### config.mk
export PLATFORM = sky130hd
export DESIGN_NAME = scan_port
export DESIGN_NICKNAME = d
export VERILOG_FILES = /design/src/rtl/scan_pkg.sv /design/src/rtl/scan_fsm.sv /design/src/rtl/scan_instr.sv /design/src/rtl/scan_data.sv /design/src/rtl/scan_port.sv
export SDC_FILE = /design/constraint.sdc
export NUM_CORES = 1
export LEC_CHECK = 0
export ABC_AREA = 1
export BUFFER_PORTS_ARGS = -buffer_cell sky130_fd_sc_hd__buf_2
export CAP_MARGIN = 20
export CORE_ASPECT_RATIO = 1.2
export CORE_MARGIN = 4
export CORE_UTILIZATION = 40
export CTS_BUF_LIST = sky130_fd_sc_hd__clkbuf_4 sky130_fd_sc_hd__clkbuf_8 sky130_fd_sc_hd__clkbuf_16
export DETAILED_ROUTE_END_ITERATION = 12
export GPL_TIMING_DRIVEN = 0
export PLACE_DENSITY_LB_ADDON = 0.08
export SYNTH_ARGS = -nofsm -noshare
export SYNTH_HDL_FRONTEND = slang
export SYNTH_SLANG_ARGS = --single-unit
### constraint.sdc
create_clock -name test_clk -period 1.8 [get_ports test_clk]
set_clock_uncertainty 0.1 [all_clocks]
set_input_delay 0.36 -clock test_clk [delete_from_list [all_inputs] [get_ports test_clk]]
set_output_delay 0.36 -clock test_clk [all_outputs]
set_load 0.01 [all_outputs]
### src/rtl/scan_pkg.sv
package scan_pkg;
    localparam int IR_W = 3;

    typedef enum logic [3:0] {
        ST_RESET, ST_IDLE,
        ST_DR_SEL, ST_DR_CAP, ST_DR_SHIFT, ST_DR_EXIT1, ST_DR_PAUSE, ST_DR_EXIT2, ST_DR_UPD,
        ST_IR_SEL, ST_IR_CAP, ST_IR_SHIFT, ST_IR_EXIT1, ST_IR_PAUSE, ST_IR_EXIT2, ST_IR_UPD
    } tap_state_t;

    typedef enum logic [1:0] {PATH_ID, PATH_BSR, PATH_BYP} path_t;

    localparam logic [IR_W-1:0] OP_CAPT_HIZ   = 3'b000;
    localparam logic [IR_W-1:0] OP_IDENT      = 3'b001;
    localparam logic [IR_W-1:0] OP_SAMPLE_HIZ = 3'b010;
    localparam logic [IR_W-1:0] OP_SAMPLE     = 3'b100;
    localparam logic [IR_W-1:0] OP_BYPASS     = 3'b111;
    localparam logic [IR_W-1:0] IR_CAPT_VAL   = 3'b001;
endpackage

### src/rtl/scan_fsm.sv
module scan_fsm
    import scan_pkg::*;
(
    input  logic       clk,
    input  logic       rst_n,
    input  logic       tms,
    output tap_state_t state,
    output logic       in_reset,
    output logic       cap_ir,
    output logic       sh_ir,
    output logic       upd_ir,
    output logic       cap_dr,
    output logic       sh_dr
);
    tap_state_t next_st;

    always_ff @(posedge clk or negedge rst_n) begin
        if (!rst_n) state <= ST_RESET;
        else        state <= next_st;
    end

    always_comb begin
        unique case (state)
            ST_RESET:    next_st = tms ? ST_RESET    : ST_IDLE;
            ST_IDLE:     next_st = tms ? ST_DR_SEL   : ST_IDLE;
            ST_DR_SEL:   next_st = tms ? ST_IR_SEL   : ST_DR_CAP;
            ST_DR_CAP:   next_st = tms ? ST_DR_EXIT1 : ST_DR_SHIFT;
            ST_DR_SHIFT: next_st = tms ? ST_DR_EXIT1 : ST_DR_SHIFT;
            ST_DR_EXIT1: next_st = tms ? ST_DR_UPD   : ST_DR_PAUSE;
            ST_DR_PAUSE: next_st = tms ? ST_DR_EXIT2 : ST_DR_PAUSE;
            ST_DR_EXIT2: next_st = tms ? ST_DR_UPD   : ST_DR_SHIFT;
            ST_DR_UPD:   next_st = tms ? ST_DR_SEL   : ST_IDLE;
            ST_IR_SEL:   next_st = tms ? ST_RESET    : ST_IR_CAP;
            ST_IR_CAP:   next_st = tms ? ST_IR_EXIT1 : ST_IR_SHIFT;
            ST_IR_SHIFT: next_st = tms ? ST_IR_EXIT1 : ST_IR_SHIFT;
            ST_IR_EXIT1: next_st = tms ? ST_IR_UPD   : ST_IR_PAUSE;
            ST_IR_PAUSE: next_st = tms ? ST_IR_EXIT2 : ST_IR_PAUSE;
            ST_IR_EXIT2: next_st = tms ? ST_IR_UPD   : ST_IR_SHIFT;
            ST_IR_UPD:   next_st = tms ? ST_DR_SEL   : ST_IDLE;
        endcase
    end

    always_comb begin
        in_reset = (state == ST_RESET);
        cap_ir   = (state == ST_IR_CAP);
        sh_ir    = (state == ST_IR_SHIFT);
        upd_ir   = (state == ST_IR_UPD);
        cap_dr   = (state == ST_DR_CAP);
        sh_dr    = (state == ST_DR_SHIFT);
    end
endmodule

### src/rtl/scan_instr.sv
module scan_instr
    import scan_pkg::*;
(
    input  logic            clk,
    input  logic            rst_n,
    input  logic            in_reset,
    input  logic            cap_ir,
    input  logic            sh_ir,
    input  logic            upd_ir,
    input  logic            sin,
    output logic [IR_W-1:0] shift_q,
    output logic [IR_W-1:0] active_q,
    output path_t           path,
    output logic            hiz
);
    always_ff @(posedge clk or negedge rst_n) begin
        if (!rst_n) begin
            shift_q  <= IR_CAPT_VAL;
            active_q <= OP_IDENT;
        end else begin
            if (in_reset)    active_q <= OP_IDENT;
            else if (upd_ir) active_q <= shift_q;
            if (cap_ir)      shift_q  <= IR_CAPT_VAL;
            else if (sh_ir)  shift_q  <= {sin, shift_q[IR_W-1:1]};
        end
    end

    always_comb begin
        case (active_q)
            OP_IDENT:                          path = PATH_ID;
            OP_CAPT_HIZ, OP_SAMPLE_HIZ, OP_SAMPLE: path = PATH_BSR;
            default:                           path = PATH_BYP;
        endcase
        hiz = (active_q == OP_CAPT_HIZ) || (active_q == OP_SAMPLE_HIZ);
    end
endmodule

### src/rtl/scan_data.sv
module scan_data
    import scan_pkg::*;
#(
    parameter int          PINS     = 8,
    parameter logic [31:0] ID_VALUE = 32'h1A5C_0E3B
) (
    input  logic            clk,
    input  logic            rst_n,
    input  logic            cap,
    input  logic            sh,
    input  path_t           path,
    input  logic            sin,
    input  logic [PINS-1:0] pins,
    output logic            sout,
    output logic [PINS-1:0] bsr_q
);
    localparam int ID_W = 32;

    logic [ID_W-1:0] id_q;
    logic            byp_q;
    logic [PINS-1:0] bsr_shifted;

    generate
        if (PINS > 1) begin : g_wide
            assign bsr_shifted = {sin, bsr_q[PINS-1:1]};
        end else begin : g_single
            assign bsr_shifted = sin;
        end
    endgenerate

    always_ff @(posedge clk or negedge rst_n) begin
        if (!rst_n) begin
            id_q  <= ID_VALUE;
            byp_q <= 1'b0;
            bsr_q <= '0;
        end else begin
            unique case (path)
                PATH_ID: begin
                    if (cap)     id_q <= ID_VALUE;
                    else if (sh) id_q <= {sin, id_q[ID_W-1:1]};
                end
                PATH_BSR: begin
                    if (cap)     bsr_q <= pins;
                    else if (sh) bsr_q <= bsr_shifted;
                end
                PATH_BYP: begin
                    if (cap)     byp_q <= 1'b0;
                    else if (sh) byp_q <= sin;
                end
                default: ;
            endcase
        end
    end

    always_comb begin
        unique case (path)
            PATH_ID:  sout = id_q[0];
            PATH_BSR: sout = bsr_q[0];
            default:  sout = byp_q;
        endcase
    end
endmodule

### src/rtl/scan_port.sv
module scan_port
    import scan_pkg::*;
#(
    parameter int          PINS     = 8,
    parameter logic [31:0] ID_VALUE = 32'h1A5C_0E3B
) (
    input  logic            test_clk,
    input  logic            test_rst_n,
    input  logic            mode_sel,
    input  logic            scan_in,
    input  logic [PINS-1:0] pin_vals,
    output logic            scan_out,
    output logic            scan_out_en,
    output logic            hiz_req
);
    tap_state_t      st;
    logic            in_reset, cap_ir, sh_ir, upd_ir, cap_dr, sh_dr;
    logic [IR_W-1:0] ir_shift, ir_active;
    path_t           dr_path;
    logic            dr_sout;
    logic [PINS-1:0] bsr_q;

    scan_fsm u_fsm (
        .clk(test_clk), .rst_n(test_rst_n), .tms(mode_sel), .state(st),
        .in_reset(in_reset), .cap_ir(cap_ir), .sh_ir(sh_ir), .upd_ir(upd_ir),
        .cap_dr(cap_dr), .sh_dr(sh_dr)
    );

    scan_instr u_ir (
        .clk(test_clk), .rst_n(test_rst_n), .in_reset(in_reset), .cap_ir(cap_ir),
        .sh_ir(sh_ir), .upd_ir(upd_ir), .sin(scan_in), .shift_q(ir_shift),
        .active_q(ir_active), .path(dr_path), .hiz(hiz_req)
    );

    scan_data #(.PINS(PINS), .ID_VALUE(ID_VALUE)) u_dr (
        .clk(test_clk), .rst_n(test_rst_n), .cap(cap_dr), .sh(sh_dr), .path(dr_path),
        .sin(scan_in), .pins(pin_vals), .sout(dr_sout), .bsr_q(bsr_q)
    );

    always_ff @(negedge test_clk or negedge test_rst_n) begin
        if (!test_rst_n) begin
            scan_out    <= 1'b0;
            scan_out_en <= 1'b0;
        end else begin
            scan_out    <= sh_ir ? ir_shift[0] : dr_sout;
            scan_out_en <= sh_ir | sh_dr;
        end
    end
endmodule

== Word level (Yosys, flattened, before mapping) ==
Cells that the tools add are included.

* Register bits: 53
* Input bits: 12
* Output and inout bits: 3
* Word-level logic and storage cells: 69

* Multiplexer cells: 26
* Eq/ne operators: 20
* Bitwise logic cells: 1
* Reductions and logical operators: 14

{| class="wikitable"
|+ Operator list
! operator !! number
|-
| two-way mux 32 bit || 2
|-
| case mux 4 bit (12 select lines) || 1
|-
| == test 4 bit (second input constant) || 8
|-
| two-way mux 3 bit || 6
|-
| == test 4 x 3 -> 1 bit (second input constant) || 4
|-
| two-way mux 4 bit || 4
|-
| two-way mux 8 bit || 2
|-
| == test 4 x 2 -> 1 bit (second input constant) || 2
|-
| two-way mux 1 bit || 6
|-
| two-way mux 2 bit || 3
|-
| AND reduction 2 bit || 3
|-
| nonzero test 2 bit || 3
|-
| OR reduction 3 bit || 2
|-
| == test 4 x 1 -> 1 bit (second input constant) || 1
|-
| logical NOT 4 bit || 1
|-
| case mux 2 bit (2 select lines) || 1
|-
| OR reduction 2 bit || 2
|-
| == test 3 x 1 -> 1 bit (second input constant) || 1
|-
| == test 3 x 2 -> 1 bit (second input constant) || 1
|-
| == test 3 bit (second input constant) || 1
|-
| logical NOT 3 bit || 1
|-
| == test 2 x 1 -> 1 bit (second input constant) || 1
|-
| == test 2 bit (second input constant) || 1
|-
| logical NOT 2 bit || 1
|-
| other kinds (3) || 3
|}

== Depth between registers and ports, before layout ==
Gate-level depths: netlist of the first run.

* Word-level depth: 6
* Depth in mapped cells: 9
* Depth with buffers taken out: 8

== Cells and area by module ==
From an unflattened synthesis of the first run, not the netlist that was laid out.

* Cells, all modules: 394
* Area, all modules: 2829.0 µm²

{| class="wikitable"
|+ By module, submodules not included
! module !! sequential area each (µm²) !! times used !! area an instance (µm²) !! cells an instance
|-
| scan_data || 1044.8 || 1 || 2093.3 || 284
|-
| scan_fsm || 100.1 || 1 || 389.1 || 67
|-
| scan_instr || 152.6 || 1 || 275.3 || 36
|-
| scan_port || 50.0 || 1 || 71.3 || 7
|}

==> out/summary.md, run 1 <==
Traced cell by cell, the critical path runs through buf_2. During placement, the flow inserted port buffers numbering 14. The worst-case headroom to the max-slew limit was 59.9%. Sum of overflow across all layers after global routing: 0. The critical path in this run is classified as reg -> out. The run gives 2054 as the number of global-route vias before repair. The net total in the final layout is 348. In this run the count of I/O pins placed on the die edge is 15. Data on the critical path is required at its endpoint by 1340 ps. After filler insertion, the fill cell instance count of the layout stands at 612. The library cells used most frequently in the layout, excluding fill and tap cells, are nand2_1 (126), dfrtp_1 (33), o21ai_2 (32).

The tools report the total nets after synthesis as 315. The number of antenna diodes in the final layout is 0. The synthesis-to-finish area growth is 17.1%, and the number of instances in the synthesized netlist is 303. For this design, the sink count on the clock tree is 53. In the routed design, unresolved DRC markers number 0. Once the floorplan was initialized, standard cells occupied 41.9% of the core.

The starting DRC count in detailed routing is 86. The detailed-route vias per instance is 4.81. The number of distinct standard cells referenced by the synthesized netlist is 25.

Across every metal layer, demand over resource in global routing totals 15.3%. The worst path buffer plus inverter count is 1. The tightest min-delay check is of the in -> async type.

Sequential elements use 52.1% of the synthesized area. The die extent in x was 81.4 um; the cell area after synthesis was 2580 um^2. Setup repair after global routing could not meet its margin everywhere. The cell area after placement was 2800 um^2; the post-synthesis area per instance was 8.53 um^2.

For the Yosys warning count, the log shows 0. The detail route stage leaves a number of antenna-violating nets equal to 0. For this run, the detailed router's first-pass iteration total came to 4. The routed layout has 2014 vias. Power comes to 4.68 mW. The checks that failed: setup timing. Once layout is complete, the utilization of the core stands at 49.1%. The maximum VDD drop came out at 0.596 mV. For the pin with the worst max-slew slack, the measured transition is 600 ps. The family with the most delay on the worst path is flip-flops.

The ratio of total power to cell area is 1550 nW/um^2. After legalization and detailed placement, the total HPWL measured 3600 um. The later pin in the worst-skew pair is clocked with a latency of 300 ps. The H-tree was split into 2 levels. After clock tree synthesis, the clock-pin slew on the worst setup and hold paths is 90 ps.

TritonCTS built the clock tree. The initial antenna violation count is 0. The leakage power of the design is 1.47 nW.

The number of max-slew violations in the final report is 0, and the per-cell routed wire length is 12.7 um. The first global-routing pass estimated 9260 um of wire. In this run, synthesis produced a sequential element count of 53. The standard cell core area is 6170 um^2. The slowest stage of the critical path belongs to the cell dfrtn_1.

Across the run, the number of max-cap violations was 0. For the number of placement rows, the log shows 31. CTS placed an instance of clkbuf_8 at the clock tree root. The fraction of layout instances using a drive strength above 1 is 34.4%, and the largest net degree at the start of global routing is 33. The stage delay of the slowest cell on the critical path came out at 390 ps. The sum of routed wire length over all layers was 5300 um.

Clock tree synthesis inserted a total of 5 buffers. The worst setup slack after layout was -372 ps; the area of the die was 7820 um^2. The area of all placed cells without fillers is 3030 um^2, and the floorplan die height is 96.1 um.

The flow ran to the end, but the final reports show violations. The number of endpoints failing setup at the final stage was 4; the data arrival at the endpoint of the critical path was 1710 ps. The most common library cell in the layout ignoring fill and taps is nand2_1. At the end of routability-driven placement, the weighted congestion stood at 0.837. The tools report the type of origin of the critical path as a flip-flop. The critical-path maximum fanout came out at 1. For the number of hold violations in the final report, the log shows 0. The nature of the critical path endpoint is an output pin. Counting along the longest clock path gives a buffer depth of 2.
==> cells in the mapped netlist, drive strengths merged <==
master   number  area (um^2)
nand4         2         12.5
nand3         8         40.0
dfrtn         2         50.1
nand3b        1         7.51
nand2       134          528
nor2         32          130
a2bb2oi       1         8.76
a21oi         3         15.0
inv          17         63.8
buf          10         90.1
dfstp        17          447
a31oi         1         6.26
o21bai        1         7.51
dfrtp        34          851
o21ai        36          300
o22ai         3         18.8
o22a          1         8.76
==> routing by layer <==
metal  GRT usage, %  routed length, um
met5              0                  0
met1           19.6               2310
met3           3.46                223
met4           5.92                121
met2           24.9               2650
==> state kept, by name, indices dropped and copies added, names as in the netlist <==
name and flops:
u_dr.bsr_q 8, u_ir.shift_q 3, scan_out 1, u_dr.byp_q 1
u_ir.active_q 3, scan_out_en 1, u_fsm.state 4, u_dr.id_q 32
==> power breakdown <==
group | leakage [nW] | internal, mW | switching (mW) | total [mW]
clock | 0.0542 | 0.348 | 0.378 | 0.726
sequential | 0.635 | 1.70 | 0.220 | 1.92
combinational | 0.784 | 0.799 | 1.24 | 2.03
==> worst paths after layout <==
kind	from	to	slack (ps)	cells past startpoint
worst max register to register	u_ir.active_q[0]$_DFFE_PN1P_	scan_out$_DFF_NN0_	-290	5
worst max-delay path	scan_out_en$_DFF_NN0_	scan_out_en	-370	1
worst min-delay path	test_rst_n	u_dr.id_q[27]$_DFFE_PN1P_	70	1
worst min register to register	u_dr.id_q[4]$_DFFE_PN1P_	u_dr.id_q[4]$_DFFE_PN1P_	380	2
min in group test_clk	scan_in	u_ir.shift_q[2]$_DFFE_PN0N_	180	3
max in group asynchronous	test_rst_n	u_dr.id_q[12]$_DFFE_PN0P_	490	2
==> logic make-up after synthesis <==
| kind of cell | count (synthesis) | synth area share (%) |
|---|---|---|
| simple gates | 177 | 27.8 |
| buf+inv | 27 | 5.95 |
| flops | 53 | 52.1 |
| compound gates | 46 | 14.1 |
==> stage by stage <==
step / hold slack [ps] / cells / worst slack (ps) / setup TNS, ps
after global placement: 366 / 399 / -572 / -1700
after global routing: 73.0 / 419 / -402 / -1240
final: 65.5 / 419 / -372 / -1100
after floorplan: -35.6 / 303 / -224 / -279
after detailed placement: 263 / 400 / -330 / -657
after CTS: 68.5 / 418 / -387 / -1130
==> area by class of cell <==
cell class / instances / area [um^2] / share of cell area (%)
Sequential cell: 53 / 1350 / 44.6
Buffer: 10 / 90.1 / 2.98
Clock inverter: 1 / 5.00 / 0.165
Timing Repair Buffer: 26 / 183 / 6.04
Clock buffer: 7 / 96.3 / 3.18
Inverter: 17 / 63.8 / 2.11
Tap cell: 82 / 103 / 3.39
Multi-Input combinational cell: 223 / 1140 / 37.6
==> what timing repair did <==
action / CTS / global route
pin swaps: 4 / 6
gates resized for setup: 5 / 8
endpoints found under the setup margin: 4 / 8
hold endpoints to repair: 13 / 0
hold buffers: 1 / 0
setup buffers: 9 / 2
(Power assumes the default switching activity.)
==> run 2, diff against run 1 <==
--- a/config.mk
+++ b/config.mk
@@ -9,7 +9,7 @@
 export BUFFER_PORTS_ARGS = -buffer_cell sky130_fd_sc_hd__buf_2
 export CAP_MARGIN = 20
 export CORE_ASPECT_RATIO = 1.2
-export CORE_MARGIN = 4
+export CORE_MARGIN = 2
 export CORE_UTILIZATION = 40
 export CTS_BUF_LIST = sky130_fd_sc_hd__clkbuf_4 sky130_fd_sc_hd__clkbuf_8 sky130_fd_sc_hd__clkbuf_16
 export DETAILED_ROUTE_END_ITERATION = 12
==> out/summary.md, run 2 (synthesized netlist as in run 1, its figures left out) <==
The run finished, with violations left. The checks that failed: setup timing. The tools report the number of endpoints failing setup at the final stage as 4 (unchanged).

Die extent in x: 77.4 um (-4.9%). The met3 track demand over resource in global routing is 3.94% (+0.47 points), and the floorplan die height is 92.1 um (-4.2%). Busiest metal layer after global routing: met2. The worst path buffer plus inverter count was 1 (unchanged). TritonCTS built the clock tree. In the final layout, the registers with the most flip-flops are u_dr.id_q (32), u_dr.bsr_q (8), u_fsm.state (4). The detailed-routing iteration count for the pre-antenna-repair pass came out at 4 (unchanged). Maximum level of the CTS H-tree: 2 (unchanged). The register with the most flip-flops was u_dr.id_q. The kind of cell with the highest combined delay along the critical path is flip-flops.

The stage delay of the slowest cell on the critical path is 380 ps (about the same). The tools report the endpoint of the lowest-slack register-to-register path as scan_out$_DFF_NN0_. The worst setup path is captured at an output pin. The logs give 40.9% (-1.1 points) for the effective utilization at floorplan and 2040 (+1.3%) for the total number of vias. The sum of overflow across all layers after global routing came out at 0 (unchanged). The worst setup path is launched from a flip-flop. Leaving out fill and tap cells, the most frequent cells in the layout are nand2_1 (127), o21ai_2 (32), dfrtp_1 (31).

The clock latency on the worst-skew pair came out at 310 ps (about the same). For the initial antenna violation count, the log shows 0 (unchanged). The final worst hold slack came out at 38.5 ps (-27.0 ps). The tools report the number of antenna repair diodes as 0 (unchanged). The data arrival at the endpoint of the critical path was 1710 ps (about the same); the area of all placed cells without fillers was 3050 um^2 (+0.74%).

The routing usage on met1 is 19.7% (+0.11 points), and the worst setup slack after layout is -367 ps (+4.53 ps). The clock transition at the register clock pins on the worst setup and hold paths after CTS was 90 ps (about the same); the HPWL reported at the end of detailed placement was 3630 um (+0.75%). The total power consumption of the routed design was 4.96 mW (+6.0%); the ratio of total power to cell area was 1630 nW/um^2 (+5.2%). The tightest min-delay check is of the in -> async type.

The count of nets left with antenna violations after detail routing was 0 (unchanged); the fraction of layout instances using a drive strength above 1 was 33.5% (-0.89 points). The logs give 60 (-30%) for the starting DRC count in detailed routing and 0 (unchanged) for the number of max-slew violations in the final report. Library cell contributing the largest single delay on the critical path: dfrtn_1. For the worst-case headroom to the max-slew limit, the log shows 45.4% (-14 points). The signal on the critical path passes through buf_2.

Number of placement rows: 32 (+3.2%). Relative to the synthesized area, the layout overhead comes to 18.0%. The number of hold violations in the final report was 0 (unchanged); the total placed cells including tap cells was 403 (+0.75%).

The run gives 5 (unchanged) as the clock buffer count from CTS. The slack of the worst reg-to-reg path was -300 ps (about the same); the largest net degree at the start of global routing was 34 (+3.0%). The tools report the cell chosen for the clock root as clkbuf_8. Leaving out fill and tap cells, the most frequent cell in the layout is nand2_1. The summed negative setup slack over all endpoints is -1090 ps (+6.89 ps), and the detailed-route vias per instance is 4.87 (+1.3%). Count of input and output buffers: 14 (unchanged). The tools report the deepest clock path buffer count as 2 (unchanged). Tracing the worst setup path back leads to its startpoint at scan_out_en$_DFF_NN0_. Setup repair after global routing could not meet its margin everywhere. The tools report the sum of routed wire length over all layers as 5400 um (+1.9%).

The leakage power of the design is 1.47 nW (-0.13%), and the slew at the pin with the worst max-slew slack is 819 ps (+219 ps). The flip-flop count of the largest register, all copies and words added was 32 (unchanged). Number of hold buffers added after CTS: 0 (-1).

The critical-path maximum fanout works out to 1 (unchanged). The logs give 2011 (-2.1%) for the number of global-route vias before repair and 53 (unchanged) for the TritonCTS sink count. The per-cell routed wire length came out at 12.9 um (+1.9%). The area of the die came out at 7120 um^2 (-8.9%).

The count of cells along the worst register-to-register path works out to 5 (unchanged). For the cell area after placement, the log shows 2810 um^2 (+0.40%). The run gives 28.6% (+3.7 points) as the fraction of met2 tracks used by global routing. For the net total in the final layout, the log shows 345 (-0.86%).

The tools report the total I/O pin count as 15 (unchanged). Start-to-end type of the worst setup path: reg -> out. The tools report the required time reported for the critical path endpoint as 1340 ps (about the same).

The startpoint identified for the worst register-to-register timing path is u_ir.active_q[0]$_DFFE_PN1P_. The wire length of the first global-routing pass is 9430 um (+1.9%). The non-filler instance count after layout is 419 (unchanged), and the standard cell core area is 6330 um^2 (+2.6%). The maximum VDD drop was 0.628 mV (+5.2%); the residual DRC count was 0 (unchanged).

The global-route total usage across every layer came out at 16.8% (+1.5 points). The tools report the number of max-cap violations as 0 (unchanged). The run gives 0.891 (+6.4%) as the placer's final routability congestion estimate.
-- run 2: changes by cell type in the layout (fill, tap and decap cells not counted), sizes merged --
cell | before | now
clkbuf | 7 | 6
bufinv | 0 | 2
buf | 35 | 32
inv | 17 | 18
clkinv | 1 | 0
dlygate4sd3 | 1 | 0
-- run 2: area by class of cell --
cell class / count / area [um^2]
Tap cell: 85 / 106
Clock buffer: 5 / 68.8
Timing Repair Buffer: 23 / 165
Multi-Input combinational cell: 223 / 1130
Buffer: 10 / 92.6
Sequential cell: 53 / 1350
Inverter: 17 / 63.8
Clock inverter: 3 / 68.8
Fill cell: 636 / 3280
-- run 2: worst max path at each step --
stage | end | slack [ps] | cells past startpoint
3_5_place_dp | scan_out$_DFF_NN0_ | -340 | 7
6_report | scan_out_en | -370 | 1
3_3_place_gp | scan_out$_DFF_NN0_ | -580 | 1
4_1_cts | scan_out | -380 | 1
5_1_grt | scan_out_en | -410 | 1
2_1_floorplan | scan_out$_DFF_NN0_ | -220 | 5
-- run 2: metrics by stage --
step / util, % / setup slack, ps
3_5_place_dp: 44.4 / -336
5_1_grt: 48.2 / -414
4_1_cts: 48.0 / -376
3_3_place_gp: 44.0 / -578
2_1_floorplan: - / -224
6_report: 48.2 / -367
-- run 2: power breakdown --
group / internal, mW / switching (mW)
clock network: 0.560 / 0.415
registers: 1.70 / 0.217
logic: 0.807 / 1.26
-- run 2: what timing repair did --
item	in CTS	in global routing
buffers inserted	9	0
setup endpoints to repair	4	11
resized for setup	10	2
pin swaps	5	0
-- run 2: per-layer routing --
metal / up-vias / wire length (um) / share of wire, %
met1: 974 / 2380 / 44
met2: 34 / 2690 / 50
met4: 0 / 163 / 3.0
met5: - / 0 / 0
met3: 14 / 170 / 3.1
li1: 1018 / - / -
